`config.mk`:
```
export PLATFORM = sky130hd
export DESIGN_NAME = token_ring_arbiter
export DESIGN_NICKNAME = d
export VERILOG_FILES = /design/src/rtl/trb_pkg.sv /design/src/rtl/trb_ring_ptr.sv /design/src/rtl/trb_round_fsm.sv /design/src/rtl/trb_grant_out.sv /design/src/rtl/token_ring_arbiter.sv
export SDC_FILE = /design/constraint.sdc
export NUM_CORES = 1
export LEC_CHECK = 0
export BUFFER_PORTS_ARGS = -buffer_cell sky130_fd_sc_hd__buf_2
export CAP_MARGIN = 10
export CORE_AREA = 2 2 39 41
export CTS_CLUSTER_DIAMETER = 120
export DETAILED_ROUTE_END_ITERATION = 16
export DIE_AREA = 0 0 41 43
export GPL_TIMING_DRIVEN = 0
export PLACE_DENSITY_LB_ADDON = 0.15
export SETUP_SLACK_MARGIN = 0.15
export SYNTH_ARGS = -nofsm -noshare
export SYNTH_HDL_FRONTEND = slang
export SYNTH_SLANG_ARGS = --single-unit
```
`constraint.sdc`:
```
create_clock -name clk -period 5.2 [get_ports clk]
set_clock_uncertainty 0.2 [all_clocks]
set_input_delay 0.52 -clock clk [delete_from_list [all_inputs] [get_ports clk]]
set_output_delay 0.52 -clock clk [all_outputs]
set_load 0.05 [all_outputs]
```
`src/rtl/trb_pkg.sv`:
```
package trb_pkg;
  typedef enum logic [1:0] {
    ST_IDLE   = 2'd0,
    ST_ARRIVE = 2'd1,
    ST_HOLD   = 2'd2
  } ring_state_e;
endpackage

```
`src/rtl/trb_ring_ptr.sv`:
```
module trb_ring_ptr #(
  parameter int NODES = 4,
  localparam int IW = (NODES > 1) ? $clog2(NODES) : 1
) (
  input  logic          clk,
  input  logic          rst,
  input  logic          load0,
  input  logic          adv,
  output logic [IW-1:0] tok,
  output logic          is_last
);
  always_ff @(posedge clk) begin
    if (rst || load0) tok <= '0;
    else if (adv)     tok <= tok + IW'(1);
  end

  assign is_last = (tok == IW'(NODES - 1));

  // the token never leaves the ring
  a_r3_tok_in_range: assert property (@(posedge clk) disable iff (rst)
    (32'(tok) < NODES));
endmodule

```
`src/rtl/trb_round_fsm.sv`:
```
module trb_round_fsm
  import trb_pkg::*;
(
  input  logic clk,
  input  logic rst,
  input  logic start,
  input  logic req_cur,
  input  logic done_cur,
  input  logic is_last,
  output logic load0,
  output logic adv,
  output logic gnt_set,
  output logic gnt_clr,
  output logic busy,
  output logic round_done
);
  ring_state_e st_q, st_d;
  logic        pass;
  logic        rd_d;

  always_comb begin
    st_d    = st_q;
    load0   = 1'b0;
    adv     = 1'b0;
    gnt_set = 1'b0;
    gnt_clr = 1'b0;
    pass    = 1'b0;
    rd_d    = 1'b0;
    case (st_q)
      ST_IDLE: begin
        if (start) begin
          load0 = 1'b1;
          st_d  = ST_ARRIVE;
        end
      end
      ST_ARRIVE: begin
        if (req_cur) begin
          gnt_set = 1'b1;
          st_d    = ST_HOLD;
        end else begin
          pass = 1'b1;
        end
      end
      ST_HOLD: begin
        if (done_cur) begin
          gnt_clr = 1'b1;
          pass    = 1'b1;
        end
      end
      default: st_d = ST_IDLE;
    endcase
    if (pass) begin
      if (is_last) begin
        load0 = 1'b1;
        rd_d  = 1'b1;
        st_d  = ST_IDLE;
      end else begin
        adv  = 1'b1;
        st_d = ST_ARRIVE;
      end
    end
  end

  always_ff @(posedge clk) begin
    if (rst) begin
      st_q       <= ST_IDLE;
      round_done <= 1'b0;
    end else begin
      st_q       <= st_d;
      round_done <= rd_d;
    end
  end

  assign busy = (st_q != ST_IDLE);

  // end-of-round pulse lasts one cycle and leaves the arbiter idle
  a_r7_single_pulse: assert property (@(posedge clk) disable iff (rst)
    round_done |=> !round_done);
  a_r7_idle_after: assert property (@(posedge clk) disable iff (rst)
    round_done |-> !busy);
endmodule

```
`src/rtl/trb_grant_out.sv`:
```
module trb_grant_out #(
  parameter int NODES = 4,
  localparam int IW = (NODES > 1) ? $clog2(NODES) : 1
) (
  input  logic             clk,
  input  logic             rst,
  input  logic             gnt_set,
  input  logic             gnt_clr,
  input  logic [IW-1:0]    tok,
  output logic [NODES-1:0] grant
);
  for (genvar i = 0; i < NODES; i++) begin : g_node
    always_ff @(posedge clk) begin
      if (rst || gnt_clr)                    grant[i] <= 1'b0;
      else if (gnt_set && tok == IW'(i))     grant[i] <= 1'b1;
    end

    // a grant only ever belongs to the token position
    a_r4_grant_holder: assert property (@(posedge clk) disable iff (rst)
      grant[i] |-> (tok == IW'(i)));
  end

  // exclusive access
  a_r2_grant_onehot: assert property (@(posedge clk) disable iff (rst)
    $onehot0(grant));
endmodule

```
`src/rtl/token_ring_arbiter.sv`:
```
module token_ring_arbiter #(
  parameter int NODES = 4,
  localparam int IW = (NODES > 1) ? $clog2(NODES) : 1
) (
  input  logic             clk,
  input  logic             rst,
  input  logic             start,
  input  logic [NODES-1:0] req,
  input  logic [NODES-1:0] done,
  output logic [NODES-1:0] grant,
  output logic             round_done
);
  logic [IW-1:0] tok;
  logic          is_last, load0, adv, gnt_set, gnt_clr, busy;
  logic          req_cur, done_cur;

  assign req_cur  = req[tok];
  assign done_cur = done[tok];

  trb_ring_ptr #(.NODES(NODES)) ptr_i (
    .clk(clk), .rst(rst), .load0(load0), .adv(adv),
    .tok(tok), .is_last(is_last)
  );

  trb_round_fsm fsm_i (
    .clk(clk), .rst(rst), .start(start), .req_cur(req_cur),
    .done_cur(done_cur), .is_last(is_last), .load0(load0), .adv(adv),
    .gnt_set(gnt_set), .gnt_clr(gnt_clr), .busy(busy),
    .round_done(round_done)
  );

  trb_grant_out #(.NODES(NODES)) gnt_i (
    .clk(clk), .rst(rst), .gnt_set(gnt_set), .gnt_clr(gnt_clr),
    .tok(tok), .grant(grant)
  );

  // no grant outside a round
  a_r1_idle_no_grant: assert property (@(posedge clk) disable iff (rst)
    !busy |-> (grant == '0));
  // a grant holds until its owner finishes
  a_r4_grant_held: assert property (@(posedge clk) disable iff (rst)
    (|grant && !done_cur) |=> (grant == $past(grant)));
  // owner's done releases the bus on the next edge
  a_r5_release: assert property (@(posedge clk) disable iff (rst)
    (|grant && done_cur) |=> (grant == '0));
endmodule

```
Word-level counts from Yosys, hierarchy flattened:

Cells that the tools add are included.

* add/sub/neg operators: 1
* multipliers: 0
* divide/modulo/power cells: 0
* magnitude comparators: 1
* eq/ne operators: 8
* shift-type cells: 0
* muxes and demuxes: 22
* bitwise logic cells: 1
* reduce and logical (&&, ||, !) cells: 10

Operators by type and width (number)
* $mux W1: 15
* $eq A2 B2 Y1 const B: 3
* $mux W2: 3
* $pmux W2 S3: 1
* $bmux W1 S2: 2
* $eq A2 B1 Y1 const B: 2
* $logic_and A1 B1 Y1: 4
* $logic_not A2 Y1: 2
* $lt A2 B3 Y1 const B: 1
* $ne A3 B1 Y1 const B: 1
* $ne A3 B2 Y1 const B: 1
* $reduce_and A3 Y1: 1
* $add A2 B1 Y2 const B: 1
* $logic_or A1 B1 Y1: 2
* $ne A2 B1 Y1 const B: 1
* $pmux W1 S2: 1
* $reduce_or A2 Y1: 1
* $not A1 Y1: 1

* bits in registers: 9
* bits in latches: 0
* bits in writable memories: 0
* memory bits (read-only): 0
* output and inout port bits: 5
* logic and storage cells: 50
* memories kept: 0

Longest topological paths before layout:

Gate-level depths: netlist of run 1.

* word-level depth: 6
* gate-level depth with buffers: 7

Cells and area by module:

A second synthesis of run 1 with hierarchy kept.

* cell total of the unflattened synthesis: 51
* area total of the unflattened synthesis: 536.8 um2

Modules (own cells, without submodules)
* trb_round_fsm: times used 1, cells an instance 29, area each 250.2 um2, seq. area each 60.1 um2
* trb_grant_out: times used 1, cells an instance 13, area each 142.6 um2, seq. area each 80.1 um2
* trb_ring_ptr: times used 1, cells an instance 7, area each 91.3 um2, seq. area each 40.0 um2
* token_ring_arbiter: times used 1, cells an instance 2, area each 52.6 um2, seq. area each 0.0 um2

Worst setup path before layout of run 1:

No wires, ideal clock.

* path type: register to register
* start point: register fsm_i.st_q[0]
* end point: register ptr_i.tok[0]
* library setup time: 0.070 ns
* data arrival time: 1.556 ns
* path slack: 3.375 ns
* cell stages (with the launch flop): 8
* path buffers: 0
* path through: dfxtp_1 > inv_1 > ha_1 > or2b_2 > o22ai_2 > o21ai_4 > or3_1 > a21oi_1

* cells in the longest elaborated chain, start to end: 5

RTL lines
* start, declared: line trb_round_fsm.sv:17 `ring_state_e st_q, st_d;`
* start signal, assigned: line trb_round_fsm.sv:69 `st_q <= st_d;`
* $logic_not A2 Y1: line trb_round_fsm.sv:29 `case (st_q)`
* $mux W1: line trb_round_fsm.sv:29
* $mux W1: line trb_round_fsm.sv:53 `if (is_last) begin`
* $mux W1: line trb_round_fsm.sv:52 `if (pass) begin`
* $logic_or A1 B1 Y1: line trb_ring_ptr.sv:13 `if (rst || load0) tok <= '0;`
* end signal, assigned: line trb_ring_ptr.sv:14 `else if (adv) tok <= tok + IW'(1);`
* end, declared: line trb_ring_ptr.sv:9 `output logic [IW-1:0] tok,`

Parallel ways exist; a longest one is shown, timed or not.
A chain may end at the register's enable or synchronous reset.

Worst setup path after layout of run 1:

* start point: register fsm_i.st_q[1]
* end point: register ptr_i.tok[0]

Same word-level chain as after synthesis.

==> results of run 1 <==
[layout make-up]
cell class / count / share of cell area, %
Buffer: 1 / 1.60
Timing Repair Buffer: 15 / 10.7
Clock buffer: 4 / 3.73
Sequential cell: 9 / 25.6
Multi-Input combinational cell: 47 / 51.9
Inverter: 7 / 3.73
Tap cell: 16 / 2.84
[final timing paths]
| path | start | endpoint | slack (ns) | cells past startpoint |
|---|---|---|---|---|
| setup reg to reg | fsm_i.st_q[1] | ptr_i.tok[0] | 3.24 | 7 |
| hold / removal | gnt_i.grant[2] | gnt_i.grant[2] | 0.27 | 2 |
| setup / recovery | fsm_i.st_q[1] | ptr_i.tok[0] | 3.24 | 7 |
| hold reg to reg | gnt_i.grant[2] | gnt_i.grant[2] | 0.27 | 2 |
[state kept, by name (all words and copies together), names as in the netlist]
name / cells
gnt_i.grant: 4
fsm_i.st_q: 2
ptr_i.tok: 2
fsm_i.round_done: 1
[synth_stat cells, drive strengths merged]
cell type,instances
dfxtp,9
nor2,9
ha,8
inv,7
a21oi,6
nand2,4
o22ai,3
a21o,2
mux2,2
mux2i,2
nor3,2
o21ai,2
or2b,2
a221oi,1
buf,1
nor3b,1
o2111ai,1
or2,1
or3,1
[power groups by stage]
stage / clock network [mW] / registers, mW / logic (mW)
after global placement: 0 / 0.0904 / 0.145
after global routing: 0.0604 / 0.0906 / 0.162
after detailed placement: 0 / 0.0907 / 0.147
after CTS: 0.0568 / 0.0892 / 0.148
after floorplan: 0 / 0.0970 / 0.112
final: 0.0547 / 0.0891 / 0.145
[cell families after synthesis]
family	count (synthesis)
simple gates	20
compound gates	15
buf+inv	8
fa+ha+maj	8
mux	4
flops	9
[per-stage QoR]
stage	hold WS (ns)	area [um2]	setup WS, ns	utilization [%]	instances
6_report	0.265	704	3.24	50.9	99
5_1_grt	0.284	704	3.13	50.9	99
3_3_place_gp	0.242	678	3.25	49.0	95
3_5_place_dp	0.254	678	3.24	49.0	95
4_1_cts	0.269	704	3.22	50.9	99
2_1_floorplan	0.315	583	3.37	-	64
[placed cells by master (no fill, tap or decap)]
master / n
o22ai_4: 1
clkbuf_1: 1
or2_2: 1
or2b_2: 2
ha_1: 8
o22ai_2: 1
nor3_1: 2
mux2_4: 1
o21ai_4: 1
mux2i_1: 2
or3_1: 1
a21oi_1: 6
nor2_1: 9
o21ai_0: 1
a221oi_1: 1
dfxtp_1: 9
o2111ai_1: 1
nor3b_1: 1
clkbuf_4: 3
mux2_2: 1
inv_1: 7
buf_2: 15
nand2_1: 4
a21o_1: 2
buf_6: 1
o22ai_1: 1
[critical path: cells and delay by family (launching register included)]
family / cells / cell delay [ns]
AO/OA/AOI/OAI: 3 / 0.42
adder cells (fa/ha/maj): 1 / 0.21
buffers and inverters: 1 / 0.10
flip-flops: 1 / 0.32
AND/OR/NAND/NOR: 2 / 0.64
[routing by layer]
metal | up-vias | share of wire [%] | track usage, %
met2 | 9 | 51 | 23.4
met1 | 228 | 44 | 16.1
met4 | 0 | 0.85 | 8.00
li1 | 258 | - | -
met5 | - | 0 | 0
met3 | 2 | 4.9 | 6.28
==> out/metrics.cfg, run 1 <==
[outcome]
run_status = finished, final reports clean

[worst_setup_path]
start_kind = flip-flop
path_class = reg2reg
path_cells = inv_1 > ha_1 > or2b_2 > o22ai_4 > o21ai_4 > or3_1 > a21oi_1
cp_data_arrival_time_ns = 1.96
required_ns = 5.20
slowest_delay_ns = 0.33
path_max_fanout = 7
cp_slowest_cell = or2b_2
end_kind = flip-flop

[route]
first_iter_violations = 13
drt_wl_total_um = 1060
drt_first_pass_iters = 4
post-route-drc-count = 0
vias_per_cell = 5.02
num_vias = 497
wire_per_inst_um = 10.7
ant_nets = 0

[clock_tree]
htreeDepth = 1
clockRootBuffer = clkbuf_4
cts.repair.resized = 0
clock-sinks = 9
cts_buffers = 3
clkTransAtPathRegs_ns = 0.06
clockBufferDepth = 2
post_cts_buffers = 0
clk_latency_ns = 0.26
cts_tree = yes
cts_hold_buf = 0

[timing]
maxSlewViolCount = 0
rsz0062_at_grt = no
fin_crit_sh_pct = 37.8
fin_setup_tns_ns = 0
slew_headroom_pct = 66.5
fin_crit_ns = 1.96
max_freq_ghz = 0.509
hold_violations = 0
finalSetupViolations = 0
worst_pin_slew_ns = 0.501

[floorplanning]
placementRows = 14
die_h_um = 43
boundaryPins = 16
fp.dieW_um = 41
dieArea_um2 = 1760
core_um2 = 1380
initial_core_util_pct = 42.1

[grt]
grt_pass1_vias = 462
antenna_found_initial = 0
grt_max_degree = 10
grt.total_usage_pct = 14.9
grt_pass1_wl_um = 1730
grt_overflow = 0

[placement]
dpl.hpwl_um = 883
port_buffers = 15
gp_congestion = 0.724

[synth]
yosys.area.top_type_share_pct = 30.9
synth_xor_area_share_pct = 0
avgSynthCellArea_um2 = 9.11
synth_area_leaders = dfxtp_1, ha_1, nor2_1, a21oi_1, inv_1
synth_top_family_by_area = compound AO/OA/AOI/OAI gates
syn_inst = 64
synth_compound_area_share_pct = 21.0
seq_area_frac_synth_pct = 30.9
synth-simple-area-share_pct = 16.5
yosysWarningCount = 0
synthAdderAreaFrac_pct = 17.2
synthDistinctLibCells = 23
yosys.area.top_type = dfxtp_1
syn_area_um2 = 583
synthMuxAreaShare_pct = 7.94
synth_nets = 83
synth_seq_cells = 9

[worst_hold_path]
min_path_type = reg2reg

[pwr]
p_sw_share_pct = 39.9
p_int_uw = 174
combinationalPowerShare_pct = 50.2
p_sw_uw = 115
ir_drop_mv = 0.216
p_per_area_nw_per_um2 = 410
power.leakage_nw = 0.315
pwr-share-seq_pct = 30.8
power_frac_clock_pct = 18.9
finalPower_uw = 289

[finish]
nets = 103
drive_gt1_share_pct = 32.5
seqCellArea_um2 = 180
fill_cells = 143
n_antenna_cell = 0
multi_input_area_um2 = 365
area_growth_pct = 20.8

[flow_run]
maxCapViolCount = 0

Note: power is estimated with default switching activity, not from simulation.
==> run 2: changes to the inputs <==
--- a/config.mk
+++ b/config.mk
@@ -5,6 +5,7 @@
 export SDC_FILE = /design/constraint.sdc
 export NUM_CORES = 1
 export LEC_CHECK = 0
+export ABC_AREA = 1
 export BUFFER_PORTS_ARGS = -buffer_cell sky130_fd_sc_hd__buf_2
 export CAP_MARGIN = 10
 export CORE_AREA = 2 2 39 41
==> constraint.sdc (replaced) <==
create_clock -name clk -period 2 [get_ports clk]
set_clock_uncertainty 0.2 [all_clocks]
set_input_delay 0.2 -clock clk [delete_from_list [all_inputs] [get_ports clk]]
set_output_delay 0.2 -clock clk [all_outputs]
set_load 0.05 [all_outputs]
==> run 2 against run 1 <==
Net effect: global-route usage increased by 0.51 points; sequential share of layout area unchanged; non-clock buffer count unchanged; worst setup slack got worse by 2.9 ns; via count increased by 10%; critical path type unchanged; highest routed layer unchanged.
==> out/metrics.cfg, run 2 <==
[finish]
largest_registers = gnt_i.grant: 4 flops, fsm_i.st_q: 2 flops, ptr_i.tok: 2 flops  ; unchanged
final_common_cell = nand2_1  ; was buf_2
largest_reg_flops = 4  ; unchanged
area_growth_pct = 23.2  ; was 20.8%
largest_register = gnt_i.grant  ; unchanged
nets = 120  ; was 103
stdcell_area_um2 = 704  ; unchanged
final_cell_mix = nand2_1, buf_2, inv_1  ; was buf_2, nor2_1, dfxtp_1
n_antenna_cell = 0  ; unchanged
drive_gt1_share_pct = 26.0  ; was 32.5%

[synth]
synth-simple-area-share_pct = 32.4  ; was 16.5%
synthTopCellsByCount = nand2_1, inv_1, a21oi_1, dfxtp_1, ha_1  ; was dfxtp_1, nor2_1, ha_1
yosys.area.top_type = dfxtp_1  ; unchanged
synth_ff_type = dfxtp_1  ; unchanged
synth_top_family_by_area = simple AND/OR/NAND/NOR gates  ; was compound AO/OA/AOI/OAI gates
synth_xor_area_share_pct = 0  ; unchanged
yosys.area.top_type_share_pct = 31.5  ; was 30.9%
yosysWarningCount = 0  ; unchanged
avgSynthCellArea_um2 = 7.15  ; was 9.11 um2
synthAdderAreaFrac_pct = 17.5  ; was 17.2%
synthMuxAreaShare_pct = 0  ; was 7.94%
synth-edff-count = 0  ; unchanged
synth_most_common_cell = nand2_1
synth_nets = 99  ; was 83
syn_inst = 80  ; was 64
syn_area_um2 = 572  ; was 583 um2
synthDistinctLibCells = 14  ; was 23
synth_compound_area_share_pct = 9.41  ; was 21.0%
async_flop_share_pct = 0  ; unchanged
seq_area_frac_synth_pct = 31.5  ; was 30.9%
synth_seq_cells = 9  ; unchanged
synth_area_leaders = dfxtp_1, ha_1, nand2_1, inv_1, a21oi_1  ; was dfxtp_1, ha_1, nor2_1, a21oi_1, inv_1

[route]
post-route-drc-count = 0  ; unchanged
wl_met3_um = 58  ; was 52 um
wire_per_inst_um = 9.34  ; was 10.7 um
first_iter_violations = 4  ; was 13
vias_per_cell = 4.72  ; was 5.02
drt_first_pass_iters = 4  ; unchanged
routed.top_layer = met4  ; unchanged
num_vias = 547  ; was 497
drt_wl_total_um = 1080  ; was 1060 um
m1WireLength_um = 538  ; was 460 um
ant_nets = 0  ; unchanged
dr_wl_met2_um = 464  ; was 535 um

[timing]
fin_crit_ns = 1.62  ; was 1.96 ns
fin_crit_sh_pct = 80.9  ; was 37.8%
rsz0062_at_grt = no  ; unchanged
finalSetupViolations = 0  ; unchanged
slew_headroom_pct = 80.8  ; was 66.5%
max_freq_ghz = 0.618  ; was 0.509 GHz
maxSlewViolCount = 0  ; unchanged
fin_ws_ns = 0.382  ; was 3.24 ns
worst_pin_slew_ns = 0.288  ; was 0.501 ns
fin_setup_tns_ns = 0  ; unchanged
hold_violations = 0  ; unchanged

[worst_setup_path]
cp_data_arrival_time_ns = 1.57  ; was 1.96 ns
critPathCapture = fsm_i.st_q[0]  ; was ptr_i.tok[0]
path_depth = 11  ; was 7
worst_r2r_startpoint = ptr_i.tok[0]  ; was fsm_i.st_q[1]
crit_family = simple AND/OR/NAND/NOR gates  ; unchanged
rr_endpoint = fsm_i.st_q[0]  ; was ptr_i.tok[0]
cp_slowest_cell = dfxtp_1  ; was or2b_2
path_max_fanout = 8  ; was 7
path_class = reg2reg  ; unchanged
required_ns = 1.96  ; was 5.20 ns
start_kind = flip-flop  ; unchanged
end_kind = flip-flop  ; unchanged
startpoint = ptr_i.tok[0]  ; was fsm_i.st_q[1]
crit_top_cell = nand2_1
rrSetupSlack_ns = 0.38  ; was 3.24 ns
ff2ff_path_depth = 11  ; was 7
path_buf_inv = 1  ; unchanged
path_cells = inv_2 > nand2_1 > nand3_1 > nand2_2 > nand2_2 > nand2_4 > nand2_4 > nand2_1 > nand2_1 > nor2_1 > nor2_1  ; was inv_1 > ha_1 > or2b_2 > o22ai_4 > o21ai_4 > or3_1 > a21oi_1
slowest_delay_ns = 0.48  ; was 0.33 ns

[flow_run]
maxCapViolCount = 0  ; unchanged

[grt]
grt_max_degree = 9  ; was 10
grt_pass1_wl_um = 1900  ; was 1730 um
grt_pass1_vias = 500  ; was 462
antenna_found_initial = 0  ; unchanged
grt.total_usage_pct = 15.5  ; was 14.9%
grt_overflow = 0  ; unchanged

[placement]
dpl.hpwl_um = 883  ; about the same
post_dp_cell_area_um2 = 667  ; was 678 um2
port_buffers = 15  ; unchanged
gp_congestion = 0.805  ; was 0.724
place_ws_ns = 0.373  ; was 3.24 ns

[pwr]
power.leakage_nw = 0.388  ; was 0.315 nW
p_per_area_nw_per_um2 = 1050  ; was 410 nW/um2
ir_drop_mv = 0.468  ; was 0.216 mV

[floorplanning]
dieArea_um2 = 1760  ; unchanged
fp.dieW_um = 41  ; unchanged
boundaryPins = 16  ; unchanged
die_h_um = 43  ; unchanged
placementRows = 14  ; unchanged
core_um2 = 1380  ; unchanged
initial_core_util_pct = 41.3  ; was 42.1%

[clock_tree]
cts_buffers = 3  ; unchanged
clockRootBuffer = clkbuf_4  ; unchanged
htreeDepth = 1  ; unchanged
cts.repair.resized = 0  ; unchanged
clk_latency_ns = 0.25  ; was 0.26 ns
clockBufferDepth = 2  ; unchanged
clock-sinks = 9  ; unchanged
cts_tree = yes  ; unchanged
clkTransAtPathRegs_ns = 0.06  ; about the same

[worst_hold_path]
min_path_type = in2reg  ; was reg2reg
worstHoldPathCells = 4  ; was 2

[outcome]
run_status = finished, final reports clean  ; unchanged

run 2: cell types whose count changed in the layout (fill, tap and decap cells not counted), sizes merged, moves of 2 or more:
cell,previous run,this run
inv,7,14
nand3,0,8
mux2,2,0
mux2i,2,0
nand2,4,22
o22ai,3,0
a21o,2,0
nor2,9,7
or2b,2,0
a21oi,6,9
run 2: kinds of logic after synthesis:
family,Yosys count
and+or+nand+nor,39
buffers and inverters,14
AOI/OAI and AO/OA,10
DFF,9
adders and majority gates,8
run 2: cell type report:
cell class                 count  area (um2)
clock inverter                 1        5.00
timing repair buffer          16        85.1
clock buffer                   3        22.5
sequential                     9         180
fill                         148         679
inverter                      14        52.6
multi-input combinational     57         339
tap                           16        20.0
run 2: per-layer routing:
metal | global-route usage [%] | up-vias
li1 | - | 292
met3 | 3.14 | 4
met1 | 20.7 | 237
met4 | 8.00 | 0
met2 | 22.5 | 14
met5 | 0 | -
run 2: how the worst min path moves through the flow:
stage / start / end / slack [ns]
after global routing: start / ptr_i.tok[1] / 0.06
after CTS: start / ptr_i.tok[1] / 0.04
after detailed placement: rst / fsm_i.round_done / 0.20
after global placement: rst / fsm_i.round_done / 0.20
after floorplan: rst / fsm_i.round_done / 0.08
final: start / ptr_i.tok[0] / 0.05
run 2: worst register-to-register path, delay by kind of cell, from the launching register on:
kind / cells / cell delay, ns
simple gates: 10 / 0.70
buf+inv: 1 / 0.13
flops: 1 / 0.48
run 2: power by group:
part           switching, mW  internal (mW)  total [mW]
clock                 0.0630         0.0737       0.137
combinational          0.241          0.133       0.374
sequential            0.0212          0.209       0.231
total                  0.325          0.416       0.741
run 2: timing repair:
| action | in CTS | in global routing |
|---|---|---|
| hold buffers | 1 | 0 |
| endpoints found under the setup margin | 0 | 0 |
| hold endpoints to repair | 1 | 0 |
| setup buffers | 0 | 0 |
run 2: stage by stage:
step / utilization, % / total power [mW] / hold slack, ns / instances
final: 50.9 / 0.741 / 0.0473 / 116
after global routing: 50.9 / 0.822 / 0.0594 / 116
after CTS: 50.9 / 0.752 / 0.0359 / 116
after detailed placement: 48.2 / 0.609 / 0.200 / 111
after global placement: 48.2 / 0.605 / 0.202 / 111
after floorplan: - / 0.533 / 0.0768 / 80
==> run 3: changes to the inputs <==
--- a/config.mk
+++ b/config.mk
@@ -8,10 +8,10 @@
 export ABC_AREA = 1
 export BUFFER_PORTS_ARGS = -buffer_cell sky130_fd_sc_hd__buf_2
 export CAP_MARGIN = 10
-export CORE_AREA = 2 2 39 41
+export CORE_MARGIN = 2
+export CORE_UTILIZATION = 44
 export CTS_CLUSTER_DIAMETER = 120
 export DETAILED_ROUTE_END_ITERATION = 16
-export DIE_AREA = 0 0 41 43
 export GPL_TIMING_DRIVEN = 0
 export PLACE_DENSITY_LB_ADDON = 0.15
 export SETUP_SLACK_MARGIN = 0.15
==> constraint.sdc (replaced) <==
create_clock -name clk -period 1.43 [get_ports clk]
set_clock_uncertainty 0.2 [all_clocks]
set_input_delay 0.143 -clock clk [delete_from_list [all_inputs] [get_ports clk]]
set_output_delay 0.143 -clock clk [all_outputs]
set_load 0.05 [all_outputs]
==> run 3 against run 2 <==
Net effect: the flow now finishes with violations (negative setup slack); first-iteration DRC count grew to 3.0 times the previous value; non-clock buffer count is 7 higher; register-to-register slack worse by 0.42 ns; sequential power is 44% higher; sequential share of layout area is 3.5 points lower; global-route usage is 3.6 points higher; routed wire length is 31% higher; critical path type unchanged; highest routed layer unchanged.
==> out/metrics.cfg, run 3 (synthesized netlist as in run 2, its figures left out) <==
[pwr]
p_sw_uw = 585  ; was 325 uW
power_frac_clock_pct = 15.4  ; was 18.4%
ir_drop_mv = 0.840  ; was 0.468 mV
p_per_area_nw_per_um2 = 1560  ; was 1050 nW/um2
pwr-share-seq_pct = 25.2  ; was 31.1%
combinationalPowerShare_pct = 59.5  ; was 50.5%
power.leakage_nw = 0.425  ; was 0.388 nW
p_int_uw = 735  ; was 416 uW
p_sw_share_pct = 44.3  ; was 43.9%

[finish]
final_cell_count_no_fill = 121  ; was 116
seqCellArea_um2 = 186  ; was 180 um2
largest_register = gnt_i.grant  ; unchanged
n_antenna_cell = 0  ; unchanged
nets = 127  ; was 120
final_cell_mix = nand2_1, buf_2, inv_1  ; unchanged
fill_cells = 93  ; was 148
largest_reg_flops = 4  ; unchanged
multi_input_area_um2 = 420  ; was 339 um2
largest_registers = gnt_i.grant: 4 flops, fsm_i.st_q: 2 flops, ptr_i.tok: 2 flops  ; unchanged
area_growth_pct = 47.9  ; was 23.2%
drive_gt1_share_pct = 45.8  ; was 26.0%

[placement]
dpl.hpwl_um = 889  ; was 883 um
gp_congestion = 0.715  ; was 0.805
dpl.cell_count = 109  ; was 111
place_ws_ns = -0.0624  ; was 0.373 ns
port_buffers = 15  ; unchanged

[grt]
grt_overflow = 0  ; unchanged
grt_pass1_wl_um = 2000  ; was 1900 um
grt.total_usage_pct = 19.1  ; was 15.5%
grt_max_degree = 8  ; was 9
grt_pass1_vias = 511  ; was 500
antenna_found_initial = 0  ; unchanged

[timing]
fin_ws_ns = -0.0350  ; was 0.382 ns
finalSetupViolations = 4  ; was 0
fin_crit_ns = 1.46  ; was 1.62 ns
maxSlewViolCount = 0  ; unchanged
worst_pin_slew_ns = 0.275  ; was 0.288 ns
fin_crit_sh_pct = 102  ; was 80.9%
fin_setup_tns_ns = -0.107  ; was 0 ns
hold_violations = 0  ; unchanged
rsz0062_at_grt = yes  ; was no
max_freq_ghz = 0.683  ; was 0.618 GHz
hold_ws_ns = 0.111  ; was 0.0473 ns
slew_headroom_pct = 81.6  ; was 80.8%

[worst_setup_path]
path_class = reg2reg  ; unchanged
ff2ff_path_depth = 9  ; was 11
required_ns = 1.38  ; was 1.96 ns
worst_r2r_startpoint = ptr_i.tok[0]  ; unchanged
end_kind = flip-flop  ; unchanged
path_max_fanout = 7  ; was 8
rrSetupSlack_ns = -0.03  ; was 0.38 ns
cp_data_arrival_time_ns = 1.42  ; was 1.57 ns
rr_endpoint = ptr_i.tok[1]  ; was fsm_i.st_q[0]
start_kind = flip-flop  ; unchanged

[clock_tree]
htreeDepth = 1  ; unchanged
clkTransAtPathRegs_ns = 0.06  ; about the same
cts_buffers = 3  ; unchanged
cts_tree = yes  ; unchanged
clockBufferDepth = 2  ; unchanged
clock-sinks = 9  ; unchanged
clockRootBuffer = clkbuf_4  ; unchanged
clk_latency_ns = 0.26  ; was 0.25 ns

[route]
first_iter_violations = 12  ; was 4
vias_per_cell = 4.92  ; was 4.72
drt_first_pass_iters = 4  ; unchanged
ant_nets = 0  ; unchanged
drt_wl_total_um = 1420  ; was 1080 um
post-route-drc-count = 0  ; unchanged
wire_per_inst_um = 11.7  ; was 9.34 um
num_vias = 595  ; was 547

[floorplanning]
boundaryPins = 16  ; unchanged
dieArea_um2 = 1600  ; was 1760 um2
placementRows = 12  ; was 14
initial_core_util_pct = 49.5  ; was 41.3%
core_um2 = 1160  ; was 1380 um2
fp.dieW_um = 40.1  ; was 41 um
die_h_um = 40.1  ; was 43 um

[worst_hold_path]
hp-start = start  ; unchanged
min_path_type = in2reg  ; unchanged
holdPathEnd = fsm_i.st_q[1]  ; was ptr_i.tok[0]
worstHoldPathCells = 5  ; was 4

[outcome]
run_status = finished with violations  ; was finished, final reports clean
violations = negative setup slack

[flow_run]
maxCapViolCount = 0  ; unchanged

-- run 3: power groups by stage --
stage	clock network (mW)	registers, mW	logic, mW
floorplan	0	0.363	0.468
global placement	0	0.337	0.591
detailed placement	0	0.339	0.596
CTS	0.206	0.334	0.634
global route	0.222	0.338	0.872
finish	0.203	0.332	0.785
-- run 3: through the flow --
step	area (um2)	power, mW	utilization, %
after floorplan	602	0.830	-
after global placement	694	0.928	60.1
after detailed placement	694	0.935	60.1
after CTS	766	1.17	66.2
after global routing	846	1.43	73.2
final	846	1.32	73.2
-- run 3: cell type report --
| class | instances | share of cell area, % |
|---|---|---|
| clock buffers | 4 | 3.11 |
| inverters | 14 | 6.51 |
| flip-flops and latches | 9 | 22.0 |
| multi-input cells | 57 | 49.7 |
| well taps | 14 | 2.07 |
| repair buffers | 23 | 16.6 |
-- run 3: worst max path at each step --
stage                            start            end  slack [ns]  cells after the start
after floorplan           ptr_i.tok[0]  fsm_i.st_q[0]        0.11                     11
after global placement    ptr_i.tok[1]  fsm_i.st_q[0]       -0.03                      9
after detailed placement  ptr_i.tok[1]  fsm_i.st_q[0]       -0.06                      9
after CTS                 ptr_i.tok[0]  fsm_i.st_q[0]       0.004                     11
after global routing      ptr_i.tok[0]  fsm_i.st_q[0]       -0.13                     11
final                     ptr_i.tok[0]   ptr_i.tok[1]       -0.03                      9
-- run 3: what timing repair did --
| item | 4_1_cts | 5_1_grt |
|---|---|---|
| resized for setup | 5 | 9 |
| endpoints found under the hold margin | 4 | 0 |
| setup buffers | 2 | 4 |
| pin swaps | 2 | 2 |
| hold buffers | 2 | 0 |
| endpoints found under the setup margin | 9 | 9 |
-- run 3: worst max-delay path: stages (launching register included) --
cell,delay (ns)
dfxtp_4,0.40
inv_4,0.06
nand2_2,0.05
nand3_2,0.06
nand2_2,0.08
nand2_2,0.07
nand2_4,0.12
nand2_8,0.08
o21ai_4,0.19
a21oi_2,0.04
-- run 3: metal layers --
metal  vias to the layer above  GRT usage, %  part of all wire [%]
met5                         -             0                     0
met4                         0          12.9                   1.8
met3                         4          2.22                   3.7
met2                        15          31.9                    51
met1                       268          22.6                    43
li1                        308             -                     -
